[src/rtl/tcdma_pkg.sv]
package tcdma_pkg;
  typedef enum logic [1:0] {
    REG_PADDR = 2'd0,
    REG_RADDR = 2'd1,
    REG_COUNT = 2'd2,
    REG_CTRL  = 2'd3
  } reg_sel_e;

  localparam int CTRL_SRC_LSB  = 2;
  localparam int CTRL_RUN_BIT  = 6;
  localparam int CTRL_TRIG_BIT = 7;

  typedef enum logic [1:0] {
    MV_IDLE  = 2'd0,
    MV_READ  = 2'd1,
    MV_WRITE = 2'd2
  } mover_state_e;
endpackage

[src/rtl/tcdma_channel.sv]
module tcdma_channel
  import tcdma_pkg::*;
#(
  parameter int ADDR_W = 20,
  parameter int CNT_W  = 10,
  parameter int SRC_W  = 4,
  localparam int REQ_N = 2 ** SRC_W
) (
  input  logic              clk,
  input  logic              rst_n,
  input  logic              wr_en,
  input  logic [1:0]        wr_reg,
  input  logic [ADDR_W-1:0] wr_data,
  input  logic [1:0]        rd_reg,
  input  logic [REQ_N-1:0]  req_lines,
  input  logic              grant,
  input  logic              done,
  output logic [ADDR_W-1:0] periph_addr,
  output logic [ADDR_W-1:0] ram_addr,
  output logic [1:0]        mode,
  output logic              run,
  output logic              pending,
  output logic              irq,
  output logic [ADDR_W-1:0] rd_data
);
  logic [CNT_W-1:0] count_q;
  logic [SRC_W-1:0] src_q;
  logic wr_p, wr_r, wr_c, wr_k;
  logic stop_sw, accept_done, last_unit, hw_req, sw_go, run_n;

  function automatic logic [ADDR_W-1:0] ram_step(input logic [ADDR_W-1:0] a,
                                                  input logic half);
    return a + (half ? ADDR_W'(2) : ADDR_W'(1));
  endfunction

  assign wr_p        = wr_en && (wr_reg == REG_PADDR);
  assign wr_r        = wr_en && (wr_reg == REG_RADDR);
  assign wr_c        = wr_en && (wr_reg == REG_COUNT);
  assign wr_k        = wr_en && (wr_reg == REG_CTRL);
  assign stop_sw     = wr_k && !wr_data[CTRL_RUN_BIT];
  assign accept_done = done && run && !stop_sw;
  assign last_unit   = accept_done && (count_q == CNT_W'(1));
  assign hw_req      = req_lines[src_q];
  assign sw_go       = wr_k && wr_data[CTRL_RUN_BIT] && wr_data[CTRL_TRIG_BIT];

  always_comb begin
    if (wr_k)           run_n = wr_data[CTRL_RUN_BIT];
    else if (last_unit) run_n = 1'b0;
    else                run_n = run;
  end

  always_ff @(posedge clk or negedge rst_n) begin
    if (!rst_n) begin
      periph_addr <= '0;
      ram_addr    <= '0;
      count_q     <= '0;
      mode        <= '0;
      src_q       <= '0;
      run         <= 1'b0;
      pending     <= 1'b0;
      irq         <= 1'b0;
    end else begin
      run     <= run_n;
      pending <= run_n && ((pending && !grant) || (run && hw_req) || sw_go);
      irq     <= last_unit;
      if (wr_p) periph_addr <= wr_data;
      if (wr_r)             ram_addr <= wr_data;
      else if (accept_done) ram_addr <= ram_step(ram_addr, mode[0]);
      if (wr_c)             count_q <= wr_data[CNT_W-1:0];
      else if (accept_done) count_q <= count_q - CNT_W'(1);
      if (wr_k) begin
        mode  <= wr_data[1:0];
        src_q <= wr_data[CTRL_SRC_LSB +: SRC_W];
      end
    end
  end

  always_comb begin
    unique case (rd_reg)
      REG_PADDR: rd_data = periph_addr;
      REG_RADDR: rd_data = ram_addr;
      REG_COUNT: rd_data = ADDR_W'(count_q);
      default:   rd_data = ADDR_W'({run, src_q, mode});
    endcase
  end
endmodule

[src/rtl/tcdma_arbiter.sv]
module tcdma_arbiter #(
  parameter int NUM_CH = 2,
  localparam int CH_W = (NUM_CH > 1) ? $clog2(NUM_CH) : 1
) (
  input  logic              idle,
  input  logic [NUM_CH-1:0] pending,
  output logic [NUM_CH-1:0] grant,
  output logic [CH_W-1:0]   grant_id,
  output logic              grant_any
);
  always_comb begin
    grant    = '0;
    grant_id = '0;
    for (int i = NUM_CH - 1; i >= 0; i--) begin
      if (idle && pending[i]) begin
        grant    = '0;
        grant[i] = 1'b1;
        grant_id = CH_W'(i);
      end
    end
  end

  assign grant_any = |grant;
endmodule

[src/rtl/tcdma_mover.sv]
module tcdma_mover
  import tcdma_pkg::*;
#(
  parameter int ADDR_W = 20,
  parameter int DATA_W = 16,
  parameter int CH_W   = 1
) (
  input  logic              clk,
  input  logic              rst_n,
  input  logic              start,
  input  logic [CH_W-1:0]   start_ch,
  input  logic [ADDR_W-1:0] src_addr,
  input  logic [ADDR_W-1:0] dst_addr,
  input  logic              half,
  input  logic              ram_is_src,
  input  logic [DATA_W-1:0] bus_rdata,
  input  logic              bus_ready,
  output logic              idle,
  output logic              bus_valid,
  output logic              bus_we,
  output logic              bus_size,
  output logic [ADDR_W-1:0] bus_addr,
  output logic [DATA_W-1:0] bus_wdata,
  output logic              done,
  output logic [CH_W-1:0]   done_ch,
  output logic              ram_access
);
  mover_state_e      state;
  logic [ADDR_W-1:0] src_q, dst_q;
  logic [DATA_W-1:0] data_q;
  logic              ram_src_q;

  always_ff @(posedge clk or negedge rst_n) begin
    if (!rst_n) begin
      state     <= MV_IDLE;
      done_ch   <= '0;
      src_q     <= '0;
      dst_q     <= '0;
      data_q    <= '0;
      bus_size  <= 1'b0;
      ram_src_q <= 1'b0;
    end else begin
      unique case (state)
        MV_IDLE: if (start) begin
          state     <= MV_READ;
          done_ch   <= start_ch;
          src_q     <= src_addr;
          dst_q     <= dst_addr;
          bus_size  <= half;
          ram_src_q <= ram_is_src;
        end
        MV_READ: if (bus_ready) begin
          data_q <= bus_rdata;
          state  <= MV_WRITE;
        end
        MV_WRITE: if (bus_ready) state <= MV_IDLE;
        default: state <= MV_IDLE;
      endcase
    end
  end

  assign idle       = (state == MV_IDLE);
  assign bus_valid  = !idle;
  assign bus_we     = (state == MV_WRITE);
  assign bus_addr   = bus_we ? dst_q : src_q;
  assign bus_wdata  = bus_size ? data_q : {{(DATA_W-8){1'b0}}, data_q[7:0]};
  assign done       = bus_we && bus_ready;
  assign ram_access = bus_valid && (bus_we ? !ram_src_q : ram_src_q);
endmodule

[src/rtl/tcdma_top.sv]
module tcdma_top #(
  parameter int ADDR_W = 20,
  parameter int DATA_W = 16,
  parameter int CNT_W  = 10,
  parameter int SRC_W  = 4,
  parameter int NUM_CH = 2,
  localparam int CH_W  = (NUM_CH > 1) ? $clog2(NUM_CH) : 1,
  localparam int REQ_N = 2 ** SRC_W
) (
  input  logic              clk,
  input  logic              rst_n,
  input  logic              reg_wr,
  input  logic [CH_W-1:0]   reg_ch,
  input  logic [1:0]        reg_addr,
  input  logic [ADDR_W-1:0] reg_wdata,
  output logic [ADDR_W-1:0] reg_rdata,
  input  logic [REQ_N-1:0]  req_lines,
  output logic              bus_valid,
  output logic              bus_we,
  output logic              bus_size,
  output logic [ADDR_W-1:0] bus_addr,
  output logic [DATA_W-1:0] bus_wdata,
  input  logic [DATA_W-1:0] bus_rdata,
  input  logic              bus_ready,
  output logic [NUM_CH-1:0] irq
);
  logic [ADDR_W-1:0] ch_paddr [NUM_CH];
  logic [ADDR_W-1:0] ch_raddr [NUM_CH];
  logic [ADDR_W-1:0] ch_rd    [NUM_CH];
  logic [1:0]        ch_mode  [NUM_CH];
  logic [NUM_CH-1:0] ch_run, ch_pend, ch_grant, ch_done;

  logic              mover_idle, grant_any, unit_done, ram_access;
  logic [CH_W-1:0]   grant_id, unit_ch;
  logic              sel_half, sel_to_periph;
  logic [ADDR_W-1:0] sel_ram, start_src, start_dst;

  function automatic logic [ADDR_W-1:0] ram_bus_addr(input logic [ADDR_W-1:0] a,
                                                      input logic half);
    return half ? {a[ADDR_W-1:1], 1'b0} : a;
  endfunction

  for (genvar i = 0; i < NUM_CH; i++) begin : g_ch
    assign ch_done[i] = unit_done && (unit_ch == CH_W'(i));
    tcdma_channel #(.ADDR_W(ADDR_W), .CNT_W(CNT_W), .SRC_W(SRC_W)) u_chan (
      .clk        (clk),
      .rst_n      (rst_n),
      .wr_en      (reg_wr && (reg_ch == CH_W'(i))),
      .wr_reg     (reg_addr),
      .wr_data    (reg_wdata),
      .rd_reg     (reg_addr),
      .req_lines  (req_lines),
      .grant      (ch_grant[i]),
      .done       (ch_done[i]),
      .periph_addr(ch_paddr[i]),
      .ram_addr   (ch_raddr[i]),
      .mode       (ch_mode[i]),
      .run        (ch_run[i]),
      .pending    (ch_pend[i]),
      .irq        (irq[i]),
      .rd_data    (ch_rd[i])
    );
  end

  assign reg_rdata = ch_rd[reg_ch];

  tcdma_arbiter #(.NUM_CH(NUM_CH)) u_arb (
    .idle     (mover_idle),
    .pending  (ch_pend),
    .grant    (ch_grant),
    .grant_id (grant_id),
    .grant_any(grant_any)
  );

  always_comb begin
    sel_half      = ch_mode[grant_id][0];
    sel_to_periph = ch_mode[grant_id][1];
    sel_ram       = ram_bus_addr(ch_raddr[grant_id], sel_half);
    start_src     = sel_to_periph ? sel_ram : ch_paddr[grant_id];
    start_dst     = sel_to_periph ? ch_paddr[grant_id] : sel_ram;
  end

  tcdma_mover #(.ADDR_W(ADDR_W), .DATA_W(DATA_W), .CH_W(CH_W)) u_mover (
    .clk       (clk),
    .rst_n     (rst_n),
    .start     (grant_any),
    .start_ch  (grant_id),
    .src_addr  (start_src),
    .dst_addr  (start_dst),
    .half      (sel_half),
    .ram_is_src(sel_to_periph),
    .bus_rdata (bus_rdata),
    .bus_ready (bus_ready),
    .idle      (mover_idle),
    .bus_valid (bus_valid),
    .bus_we    (bus_we),
    .bus_size  (bus_size),
    .bus_addr  (bus_addr),
    .bus_wdata (bus_wdata),
    .done      (unit_done),
    .done_ch   (unit_ch),
    .ram_access(ram_access)
  );
endmodule

[config.mk]
export PLATFORM = sky130hd
export DESIGN_NAME = tcdma_top
export DESIGN_NICKNAME = d
export VERILOG_FILES = /design/src/rtl/tcdma_pkg.sv /design/src/rtl/tcdma_channel.sv /design/src/rtl/tcdma_arbiter.sv /design/src/rtl/tcdma_mover.sv /design/src/rtl/tcdma_top.sv
export SDC_FILE = /design/constraint.sdc
export NUM_CORES = 1
export LEC_CHECK = 0
export ABC_AREA = 1
export BUFFER_PORTS_ARGS = -buffer_cell sky130_fd_sc_hd__buf_2
export CELL_PAD_IN_SITES_DETAIL_PLACEMENT = 1
export CELL_PAD_IN_SITES_GLOBAL_PLACEMENT = 2
export CORE_MARGIN = 5
export CORE_UTILIZATION = 34
export DETAILED_ROUTE_END_ITERATION = 6
export PLACE_DENSITY = 0.9
export SLEW_MARGIN = 20
export SYNTH_ARGS = -nofsm -noshare
export SYNTH_HDL_FRONTEND = slang
export SYNTH_SLANG_ARGS = --single-unit
[constraint.sdc]
create_clock -name clk -period 2.6 [get_ports clk]
set_clock_uncertainty 0.05 [all_clocks]
set_input_delay 0.13 -clock clk [delete_from_list [all_inputs] [get_ports clk]]
set_output_delay 0.13 -clock clk [all_outputs]
set_load 0.03 [all_outputs]
Yosys cells after proc, flatten, opt, wreduce, memory -nomap -nowiden:

Index checks and enable logic that the tools add are counted.
W data, S select, Z words.

* register bits after elaboration: 178
* input port bits: 59
* output and inout port bits: 61
* word-level logic and storage cells: 142

* add/sub/neg operators: 4
* order comparisons: 4
* equality and inequality tests: 10
* mux-type cells: 45
* bitwise gates (word level): 4
* reductions and logical operators: 53

Operators with widths (number)
* $mux W20: 16
* $pmux W20 S3: 2
* $add A20 B20 Y20: 2
* $mux W10: 4
* $logic_and A1 B1 Y1: 33
* $eq A10 B1 Y1 const B: 2
* $mux W2: 10
* $sub A10 B1 Y10 const B: 2
* $mux W16: 1
* $lt A4 B5 Y1 const B: 2
* $mux W1: 9
* $bmux W1 S4: 2
* $reduce_bool A2 Y1: 4
* $eq A2 B2 Y1 const B: 3
* $logic_not A1 Y1: 6
* $ne A2 B2 Y1 const B: 3
* $pmux W2 S3: 1
* $eq A2 B1 Y1 const B: 2
* $ge A2 B2 Y1 const B: 2
* $logic_not A2 Y1: 2
* $logic_or A1 B1 Y1: 4
* $not A1 Y2: 2
* $reduce_and A2 Y1: 2
* $reduce_and A3 Y1: 1
* 2 further kinds: 3

Longest topological paths before layout:

Gate-level depths: netlist of run 1.

* word-level depth: 10
* mapped depth: 14
* depth with buffers taken out: 14

Cells and area by module:

A second synthesis of run 1 with hierarchy kept.

* cells, all modules: 1667
* area total of the unflattened synthesis: 11683.7 sq um

By module, submodules not included
* tcdma_channel: times used 2, cells an instance 499, area each 3699.8 sq um, sequential area each 1476.4 sq um
* tcdma_mover: times used 1, cells an instance 361, area each 2842.7 sq um, sequential area each 1526.5 sq um
* tcdma_top: times used 1, cells an instance 302, area each 1412.6 sq um, sequential area each 0.0 sq um
* tcdma_arbiter: times used 1, cells an instance 6, area each 28.8 sq um, sequential area each 0.0 sq um

Least setup slack after synthesis of run 1:

OpenSTA, ideal clock, no wires.

* path type: register to register
* start: register g_ch[0].u_chan.mode[0]
* end: register g_ch[0].u_chan.ram_addr[18]
* setup time: 0.124 ns
* arrival: 1.908 ns
* slack: 0.518 ns
* stages on the path, launching flop included: 13
* path buffers: 0
* period minus slack after synthesis: 2.082 ns
* cell sequence: dfrtp_1 -> inv_1 -> ha_1 -> inv_1 -> fa_1 -> inv_1 -> nand2_1 -> nor2_1 -> nand3_1 -> nor2_1 -> nand3_1 -> nand3_1 -> nand3_1

* word-level cells in the longest chain between the ends: 4

Ends and longest elaborated chain
* start, declared: line tcdma_channel.sv:20 `output logic [1:0] mode,`
* start signal, assigned: line tcdma_channel.sv:72 `mode <= wr_data[1:0];`
* $mux W2: line tcdma_channel.sv:33 `return a + (half ? ADDR_W'(2) : ADDR_W'(1));`
* $add A20 B20 Y20: line tcdma_channel.sv:33
* $mux W20: line tcdma_channel.sv:68 `else if (accept_done) ram_addr <= ram_step(ram_addr, mode[0]);`
* $mux W20: line tcdma_channel.sv:67 `if (wr_r) ram_addr <= wr_data;`
* end signal, assigned: line tcdma_channel.sv:67
* end signal, assigned: line tcdma_channel.sv:68
* end, declared: line tcdma_channel.sv:19 `output logic [ADDR_W-1:0] ram_addr,`

No other way between the ends. The select of a mux whose other input is x is not followed.
A chain may end at the register's enable or synchronous reset.

Worst setup path in the final report of run 1:

* start: register g_ch[1].u_chan.mode[0]
* end: register g_ch[1].u_chan.ram_addr[18]

* word-level cells in the longest chain between the ends: 4

Ends and longest elaborated chain (line)
* start, declared: tcdma_channel.sv:20
* start signal, assigned: tcdma_channel.sv:72
* $mux W2: tcdma_channel.sv:33
* $add A20 B20 Y20: tcdma_channel.sv:33
* $mux W20: tcdma_channel.sv:68
* $mux W20: tcdma_channel.sv:67
* end signal, assigned: tcdma_channel.sv:67
* end signal, assigned: tcdma_channel.sv:68
* end, declared: tcdma_channel.sv:19

No other way between the ends. The select of a mux whose other input is x is not followed.

==> results.md, run 1 <==
- Num Clock Sinks: 178
- Worst slew margin: 0.4195
- HPWL after DPL: 29080 um
- H-tree depth: 4
- Unrepaired setup endpoints after global routing: false
- Via count: 10620
- Switching power: around 6000 uW
- P_int: 7114 uW
- Startpoint class of the critical path: flip-flop
- Crit Path Category: flip-flop to flip-flop
- Critical Path RT: between 2 and 3 ns
- WL/cell: 19.76 um
- Total iterations of the first detailed-routing run: 5
- Initial antenna violation count: 0
- Syn Std Cell Area: 10620 sq um
- Die Y: 186.8 um
- Avg Cell Area, Syn: 7.302 sq um
- Cell variety after synth: 41
- Worst Hold Class: input pin to flip-flop
- Crit end category: flip-flop
- # rows: 64
- Leakage power: 0.006249 uW
- Clock power frac: 0.207
- Flops & latches, synth: 178
- PD cells: 1043 nW/um^2
- Post-Syn Nets: 1524
- Core ar.: 30750 sq um
- # DRC: 0
- Minimum clock period: 2.391 ns
- Ports: 120
- Worst Max-Slew Pin Slew: 0.8683 ns
- Async S/R FF share, synth: 1.000
- Total setup buffers inserted after CTS: 0
- Die Area: ~35000 sq um
- Routability-driven placement congestion ratio: ~0.91
- Final Setup Violations: 0
- EDFF count, synth: 0
- Final Slew Violations: 0
- Largest net degree at the start of global routing: 64
- Overflow after GRT: 0
- # fillers: 3875
- First-iteration detailed-routing DRC count: 884
- CTS root buf: clkbuf_16
- Total track usage: 0.2237
- Final WS setup: roughly 0.21 ns
- Fmax: 418.3 MHz
- Routed WL: 39330 um
- Seq pwr share: 0.351
- Vias in the first global route: ~11000
- # diodes: 0
- Chip width: 186.8 um
- Synth warnings: 0
- Fin crit share: 0.9195
- Pre-CTS setup slack: 0.1803 ns
- Clock Latency Late Sink: 0.45 ns
- Sequential cell area fraction in the yosys report: 0.4193
- Area Growth Syn to Fin: 18.61%
- Finished Cell Area: 12600 sq um
- Initial Util: 0.3455
- First-pass GRT wire length: ~63000 um
- CTS max path bufs: 2
- Crit path DAT: 2.67 ns
- Post-synth top flop: dfrtp_1
- Final hold violations: 0
- Layout cells sized above 1: 0.1468
- Net switching share of the total power: 0.4586
- Net count, final: 1650
- CTS tree: yes
- Final TNS setup: 0 ns
- Post-Place Cell Area: 11670 sq um
- Worst-path clk slew: approximately 0.07 ns
- Crit-path max FO: 4
- Worst VDD drop: 0.4384 mV
- Routed Antenna Nets: 0
- Gate Count Post-Synth: 1455
- Status: complete, no violations
- Comb power frac: 0.442
- Vias per cell: 5.335
- CTS Buf Count: 17
- Buffers on Ports: 119
- Maxcap violations: 0
## synthesized netlist by cell type (15+ instances only)
master    instances  share of area
o22ai_1          21          0.012
o221ai_1         36          0.030
nand2_1         434           0.15
a21oi_1          40          0.019
clkbuf_1         46          0.016
xor2_1           33          0.027
mux2_2           16          0.017
dfrtp_1         178           0.42
inv_1           187          0.066
o21ai_0         152          0.072
nand3_1         116          0.055
nor2_1           60          0.021
buf_2            15         0.0071
## path summary, 6_finish.rpt
check                                             from                        endpoint  slack [ns]  cells after the start
min in group asynchronous                        rst_n         g_ch[0].u_chan.src_q[2]        0.18                      2
worst min-delay path                     reg_wdata[15]  g_ch[0].u_chan.periph_addr[15]        0.02                      3
max in group asynchronous                        rst_n               u_mover.src_q[19]        1.50                      3
worst max register to register  g_ch[1].u_chan.mode[0]     g_ch[1].u_chan.ram_addr[18]        0.21                     14
worst max-delay path            g_ch[1].u_chan.mode[0]     g_ch[1].u_chan.ram_addr[18]        0.21                     14
worst min register to register        u_mover.dst_q[9]                u_mover.dst_q[9]        0.43                      2
## sequential cells by signal, summed over array words and instances, names as in the netlist
name and flops:
g_ch.u_chan.irq 2, g_ch.u_chan.ram_addr 40, u_mover.bus_size 1, g_ch.u_chan.run 2, g_ch.u_chan.periph_addr 40, g_ch.u_chan.count_q 20, u_mover.data_q 16, u_mover.done_ch 1
u_mover.dst_q 20, u_mover.state 2, g_ch.u_chan.mode 4, g_ch.u_chan.src_q 8, u_mover.src_q 20, g_ch.u_chan.pending 2
## final cells by class
type                            instances  area, sq um  area share
Tap cell                              396        495.5     0.03932
Multi-Input combinational cell       1002         5102      0.4049
Inverter                              200        750.7     0.05958
Timing Repair Buffer                  182         1205     0.09562
Clock inverter                         12        156.4     0.01241
Sequential cell                       178         4454      0.3535
Clock buffer                           20        436.7     0.03465
## placed cells by master, fill, tap and decap left out, types with 33 or more instances in the layout
master    count
dfrtp_1     178
xor2_1       33
a21oi_1      40
inv_1       187
o21ai_0     152
nor2_1       55
o221ai_1     36
nand3_1     114
buf_2       118
nand2_1     433
## routing by layer
layer	GRT usage	vias up	share of wire
li1	-	4984	-
met1	0.3177	5255	0.46
met2	0.3551	317	0.46
met3	0.03214	61	0.056
met4	0.06854	0	0.025
met5	0	-	0
## worst max-delay path, cell delays in order, from the launching register on
cell	delay, ns
dfrtp_1	0.41
inv_1	0.13
ha_1	0.21
inv_1	0.07
fa_1	0.38
inv_1	0.07
nand2_1	0.08
nor2_1	0.20
nand2_2	0.13
nor2_2	0.15
inv_1	0.10
nor2_1	0.10
nand2_1	0.06
nand3_1	0.08
nand3_1	0.06
## repair_timing
action	in CTS	in global routing
endpoints found under the setup margin	0	7
gates resized for setup	0	6
hold buffers	32	0
endpoints found under the hold margin	102	0
## logic make-up after synthesis
group                    after synthesis  synth area share
AND/OR/NAND/NOR                      643            0.2499
AO/OA/AOI/OAI                        297            0.1676
buffers and inverters                275            0.1032
flip-flops                           178            0.4193
XOR/XNOR                              34           0.02803
multiplexers                          18           0.01884
adder cells (fa/ha/maj)               10           0.01319
## power groups by stage
stage	combinational, uW	sequential, uW	clock (uW)
detailed placement	5720	4650	0
floorplan	4110	4320	0
finish	5800	4620	2720
global placement	5570	4590	0
global route	6420	4740	2890
CTS	5800	4600	2760
## through the flow
step           total power (uW)  hold WS [ns]  cells    util
3_5_place_dp              10370        0.1193   1926  0.3795
4_1_cts                   13170       0.02039   1990  0.4092
2_1_floorplan              8429       -0.2156   1455       -
5_1_grt                   14050       0.03784   1990  0.4098
3_3_place_gp              10150        0.1202   1926  0.3795
6_report                  13140       0.02448   1990  0.4098
Note: power is estimated with default switching activity, not from simulation.
==> run 2: changes to the inputs <==
Settings changed: CORE_ASPECT_RATIO from default to 1.4.
==> results.md, run 2 (synthesis results as in run 1) <==
- # rows: 76 (+19%)
- PD cells: 1046 nW/um^2 (+0.32%)
- Register-to-register setup slack: 0.17 ns (-0.04 ns)
- Status: complete, no violations
- Crit end category: flip-flop
- Met1 usage: 0.2531 (-0.06465)
- Final Setup Violations: 0 (unchanged)
- First-iteration detailed-routing DRC count: 449 (-49%)
- Fin crit share: 0.9353 (+0.01575)
- Total Power: 13250 uW (+0.82%)
- Total iterations of the first detailed-routing run: 5 (unchanged)
- Total track usage: 0.2352 (+0.01146)
- Placed cells: 1931 (+0.26%)
- Post-Place Cell Area: 11740 sq um (+0.56%)
- Chip width: 159.4 um (-15%)
- Worst Max-Slew Pin Slew: 0.8204 ns (-0.04798 ns)
- Worst-path clk slew: 0.07 ns (about the same)
- # DRC: 0 (unchanged)
- Buffers on Ports: 119 (unchanged)
- Worst Hold Class: input pin to flip-flop
- Leakage power: 0.006301 uW (+0.83%)
- Final hold violations: 0 (unchanged)
- Unrepaired setup endpoints after global routing: true
- CTS max path bufs: 2 (unchanged)
- Crit path DAT: 2.70 ns (+0.03 ns)
- Clock Latency Late Sink: 0.46 ns (about the same)
- Top flop regs: g_ch.u_chan.periph_addr x40, g_ch.u_chan.ram_addr x40
- Final Slew Violations: 0 (unchanged)
- Fmax: 411.2 MHz (-1.7%)
- GR met2 Demand/Resource: 0.4285 (+0.07335)
- Overflow after GRT: 0 (unchanged)
- Startpoint class of the critical path: flip-flop
- Num Clock Sinks: 178 (unchanged)
- GRT busiest layer: met2
- Critical Path RT: 2.87 ns (about the same)
- HPWL after DPL: 30920 um (+6.3%)
- H-tree depth: 4 (unchanged)
- Crit Path Category: flip-flop to flip-flop
- CTS tree: yes
- Non-filler instance count after layout: 1995 (+0.25%)
- Initial Util: 0.3448 (-0.0006735)
- CTS root buf: clkbuf_16
- Die Y: 219.2 um (+17%)
- Via count: 10680 (+0.55%)
- Maxcap violations: 0 (unchanged)
- Vias per cell: 5.351 (+0.29%)
- Crit-path max FO: 5 (+1)
- Routability-driven placement congestion ratio: 0.9184 (+1.0%)
- Routed Antenna Nets: 0 (unchanged)
- Commonest non-fill, non-tap cell in the layout: nand2_1
- Initial antenna violation count: 0 (unchanged)
- Worst VDD drop: 0.3386 mV (-23%)
- Vias in the first global route: 11270 (+2.7%)
- Finished Cell Area: 12660 sq um (+0.50%)
- CTS Buf Count: 17 (unchanged)
- Minimum clock period: 2.432 ns (+0.04096 ns)
- Commonest cells after routing, fill and taps aside: 434 x nand2_1, 187 x inv_1, 178 x dfrtp_1
- Area Growth Syn to Fin: 19.20%
- Met3 Use GR: 0.03100 (-0.001140)
- WL/cell: 20.64 um (+4.4%)
- Worst hold slack: 0.02168 ns (-0.002800 ns)
- Worst slew margin: 0.4516 (+0.03207)
- Ports: 120 (unchanged)
- Pre-CTS setup slack: 0.1973 ns (+0.01697 ns)
- Total setup buffers inserted after CTS: 0 (unchanged)
- Largest net degree at the start of global routing: 83 (+30%)
- Final WS setup: 0.1682 ns (-0.04096 ns)
- Layout cells sized above 1: 0.1508 (+0.003978)
- Net count, final: 1661 (+0.67%)
- First-pass GRT wire length: 64200 um (+2.1%)
- Die Area: 34930 sq um (+0.15%)
- Core ar.: 30810 sq um (+0.20%)
- # diodes: 0 (unchanged)
- Routed WL: 41180 um (+4.7%)
[run 2: repair_timing]
action                                 4_1_cts  5_1_grt
hold buffers                                32        0
resized for setup                            0        2
endpoints found under the hold margin      113        0
setup endpoints to repair                    0        7
[run 2: power breakdown]
part	total, uW	internal (uW)	switching [uW]	leakage, uW
clock	2750	1540	1210	0.000295
sequential	4600	3750	850	0.00223
combinational	5900	1900	4000	0.00378
[run 2: per-stage QoR]
| step | util | TNS (ns) |
|---|---|---|
| 6_report | 0.4110 | 0 |
| 4_1_cts | 0.4109 | 0 |
| 3_3_place_gp | 0.3809 | 0 |
| 3_5_place_dp | 0.3809 | 0 |
| 5_1_grt | 0.4110 | -0.03059 |
| 2_1_floorplan | - | 0 |
[run 2: worst paths after layout]
kind | from | to | depth (start not counted)
hold / removal | reg_wdata[15] | g_ch[0].u_chan.periph_addr[15] | 3
min in group asynchronous | rst_n | g_ch[1].u_chan.periph_addr[12] | 2
max in group asynchronous | rst_n | g_ch[0].u_chan.pending | 3
hold reg to reg | u_mover.dst_q[15] | u_mover.dst_q[15] | 2
setup / recovery | g_ch[0].u_chan.mode[0] | g_ch[0].u_chan.ram_addr[12] | 11
setup reg to reg | g_ch[0].u_chan.mode[0] | g_ch[0].u_chan.ram_addr[12] | 11
[run 2: metal layers]
layer / vias to the layer above / share of wire / wire (um)
li1: 5006 / - / -
met2: 292 / 0.52 / 21300
met4: 0 / 0.070 / 2887
met5: - / 0 / 0
met1: 5258 / 0.38 / 15650
met3: 119 / 0.033 / 1344
[run 2: final cells by class]
| type | count | area [sq um] |
|---|---|---|
| Fill cell | 3908 | 18150 |
| Multi-Input combinational cell | 1002 | 5090 |
| Sequential cell | 178 | 4454 |
| Timing Repair Buffer | 193 | 1277 |
| Inverter | 200 | 750.7 |
| Tap cell | 390 | 488.0 |
| Clock buffer | 20 | 446.7 |
| Clock inverter | 12 | 156.4 |
[run 2: critical path: stages (launching register included)]
cell and delay [ns]:
dfrtp_1 0.40, inv_1 0.14, ha_1 0.19, inv_1 0.05, fa_1 0.37, inv_1 0.07
nand2_1 0.08, nor2_1 0.17, nand3_1 0.22, nor2_1 0.29, xor2_1 0.17, o21ai_0 0.09
==> run 3: changes to the inputs <==
Settings changed: CORE_MARGIN 5 to default, SYNTH_HIERARCHICAL from default to 1, TNS_END_PERCENT from default to 50.
==> results.md, run 3 <==
- Clock Latency Late Sink: 0.46 ns (about the same)
- Crit end category: primary output
- Vias per cell: 5.121 (-4.3%)
- H-tree depth: 4 (unchanged)
- Total track usage: 0.2540 (+0.01879)
- Final Slew Violations: 0 (unchanged)
- Overflow after GRT: 0 (unchanged)
- Comb power frac: 0.431 (-0.014)
- Fin crit share: 0.9206 (-0.01475)
- Top flop regs: g_ch.u_chan/periph_addr x40, g_ch.u_chan/ram_addr x40
- Ports: 120 (unchanged)
- Routability-driven placement congestion ratio: 0.9111 (-0.79%)
- Startpoint class of the critical path: flip-flop
- # diodes: 0 (unchanged)
- Crit-path max FO: 22 (+17)
- Fmax: 417.8 MHz (+1.6%)
- Crit path DAT: 2.21 ns (-0.49 ns)
- Clock power frac: 0.210 (+0.003)
- Non-filler instance count after layout: 2236 (+12%)
- Final TNS setup: 0 ns (unchanged)
- Gate Count Post-Synth: 1661 (+14%)
- P_int: 6757 uW (-6.1%)
- Seq pwr share: 0.359 (+0.012)
- Commonest non-fill, non-tap cell in the layout: nand2_1
- CTS tree: yes
- Worst Hold Class: input pin to flip-flop
- # DRC: 0 (unchanged)
- Status: complete, no violations
- Initial Util: 0.3473 (+0.002472)
- Unrepaired setup endpoints after global routing: false
- Commonest cells after routing, fill and taps aside: 696 x nand2_1, 178 x dfrtp_1, 173 x inv_1
- Slowest cell on crit path: clkinvlp_4
- Crit Path Category: flip-flop to primary output
- HPWL after DPL: 32060 um (+3.7%)
- CTS root buf: clkbuf_16
- Vias in the first global route: 11860 (+5.3%)
- Worst Max-Slew Pin Slew: 0.8180 ns (-0.002350 ns)
- Final hold violations: 0 (unchanged)
- Avg Cell Area, Syn: 7.006 sq um (-4.0%)
- Leakage power: 0.007085 uW (+12%)
- Critical Path RT: 2.42 ns (-0.45 ns)
- # fillers: 4333 (+11%)
- Total iterations of the first detailed-routing run: 5 (unchanged)
- Buffers on Ports: 119 (unchanged)
- CTS max path bufs: 2 (unchanged)
- Worst-path clk slew: 0.08 ns (about the same)
- First-pass GRT wire length: 67260 um (+4.8%)
- PD cells: 944.9 nW/um^2 (-9.7%)
- Die Area: 34980 sq um (+0.14%)
- Routed Antenna Nets: 0 (unchanged)
- Net count, final: 1847 (+11%)
- Num Clock Sinks: 178 (unchanged)
- WL/cell: 19.06 um (-7.7%)
- Core ar.: 33510 sq um (+8.8%)
- Final Setup Violations: 0 (unchanged)
- Switching power: 5933 uW (-2.0%)
- CTS Buf Count: 17 (unchanged)
- Via count: 11450 (+7.3%)
- Worst slew margin: 0.4527 (+0.001168)
- CP most frequent cell: nand2_1
- Die Y: 220.9 um (+0.80%)
- Biggest cell delay along the critical path: 0.46 ns (+0.06 ns)
- Syn Std Cell Area: 11640 sq um (+9.5%)
- Synth warnings: 6 (+6)
- Largest net degree at the start of global routing: 56 (-33%)
- Maxcap violations: 0 (unchanged)
- Area Growth Syn to Fin: 15.40%
- Chip width: 158.4 um (-0.65%)
- First-iteration detailed-routing DRC count: 552 (+23%)
- Critical path cell sequence: nand2_1 > buf_4 > clkinvlp_4 > nand2_1 > nand2_1 > buf_2
- Placed cells: 2171 (+12%)
- Layout cells sized above 1: 0.1446 (-0.006167)
- Routed WL: 42610 um (+3.5%)
- Minimum clock period: 2.393 ns (-0.03835 ns)
- Initial antenna violation count: 1 (+1)
- Post-Syn Nets: 1730 (+14%)
- Worst VDD drop: 0.3374 mV (-0.34%)
- # rows: 79 (+3.9%)
- Net switching share of the total power: 0.4675 (+0.01049)
## run 3: per-layer routing
layer	vias to the layer above	global-route usage	share of wire
met3	92	0.02938	0.032
met2	303	0.4294	0.49
met4	0	0.1495	0.053
met1	5549	0.3061	0.42
met5	-	0	0
li1	5507	-	-
## run 3: power groups by stage
| stage | clock network (uW) | logic (uW) | registers (uW) |
|---|---|---|---|
| floorplan | 0 | 4100 | 4270 |
| global placement | 0 | 5290 | 4560 |
| detailed placement | 0 | 5430 | 4600 |
| CTS | 2740 | 5500 | 4550 |
| global route | 2830 | 6120 | 4690 |
| finish | 2670 | 5460 | 4550 |
## run 3: final cells by class
cell class / instances / area [sq um] / share of cell area
clock buffers: 18 / 429.2 / 0.03196
inverters: 186 / 706.9 / 0.05264
well taps: 445 / 556.8 / 0.04146
multi-input cells: 1219 / 5976 / 0.4450
flip-flops and latches: 178 / 4454 / 0.3317
clock inverters: 14 / 153.9 / 0.01146
repair buffers: 176 / 1152 / 0.08581
## run 3: what timing repair did
item / in CTS / in global routing
gates resized for setup: 0 / 1
hold buffers: 33 / 0
hold endpoints to repair: 109 / 0
buffers inserted: 0 / 0
setup endpoints to repair: 0 / 10
## run 3: per-stage QoR
step	hold WS (ns)	power [uW]	instance area [sq um]	util	setup WS (ns)
after CTS	0.001858	12790	13430	0.4007	0.09477
after global routing	0.06110	13640	13430	0.4008	0.01165
after detailed placement	0.08847	10030	12510	0.3734	0.3564
after global placement	0.09177	9851	12510	0.3734	0.3464
final	0.009325	12690	13430	0.4008	0.2066
after floorplan	-0.2156	8370	11640	-	0.6540
## run 3: path summary, 6_finish.rpt
check	from	endpoint	slack [ns]	cells past startpoint
max in group asynchronous	rst_n	g_ch[0].u_chan/count_q[7]	1.59	3
hold / removal	reg_wdata[9]	g_ch[0].u_chan/periph_addr[9]	0.009	3
hold reg to reg	u_mover/data_q[2]	u_mover/data_q[2]	0.42	2
setup / recovery	u_mover/state[1]	bus_addr[9]	0.21	6
min in group asynchronous	rst_n	u_mover/data_q[1]	0.16	2
setup reg to reg	g_ch[1].u_chan/mode[0]	g_ch[1].u_chan/ram_addr[10]	0.29	10
## run 3: critical path: cells and delay by family, from the launching register on
family | cells | cell delay (ns)
DFF | 1 | 0.44
buffers and inverters | 3 | 0.93
and+or+nand+nor | 3 | 0.36
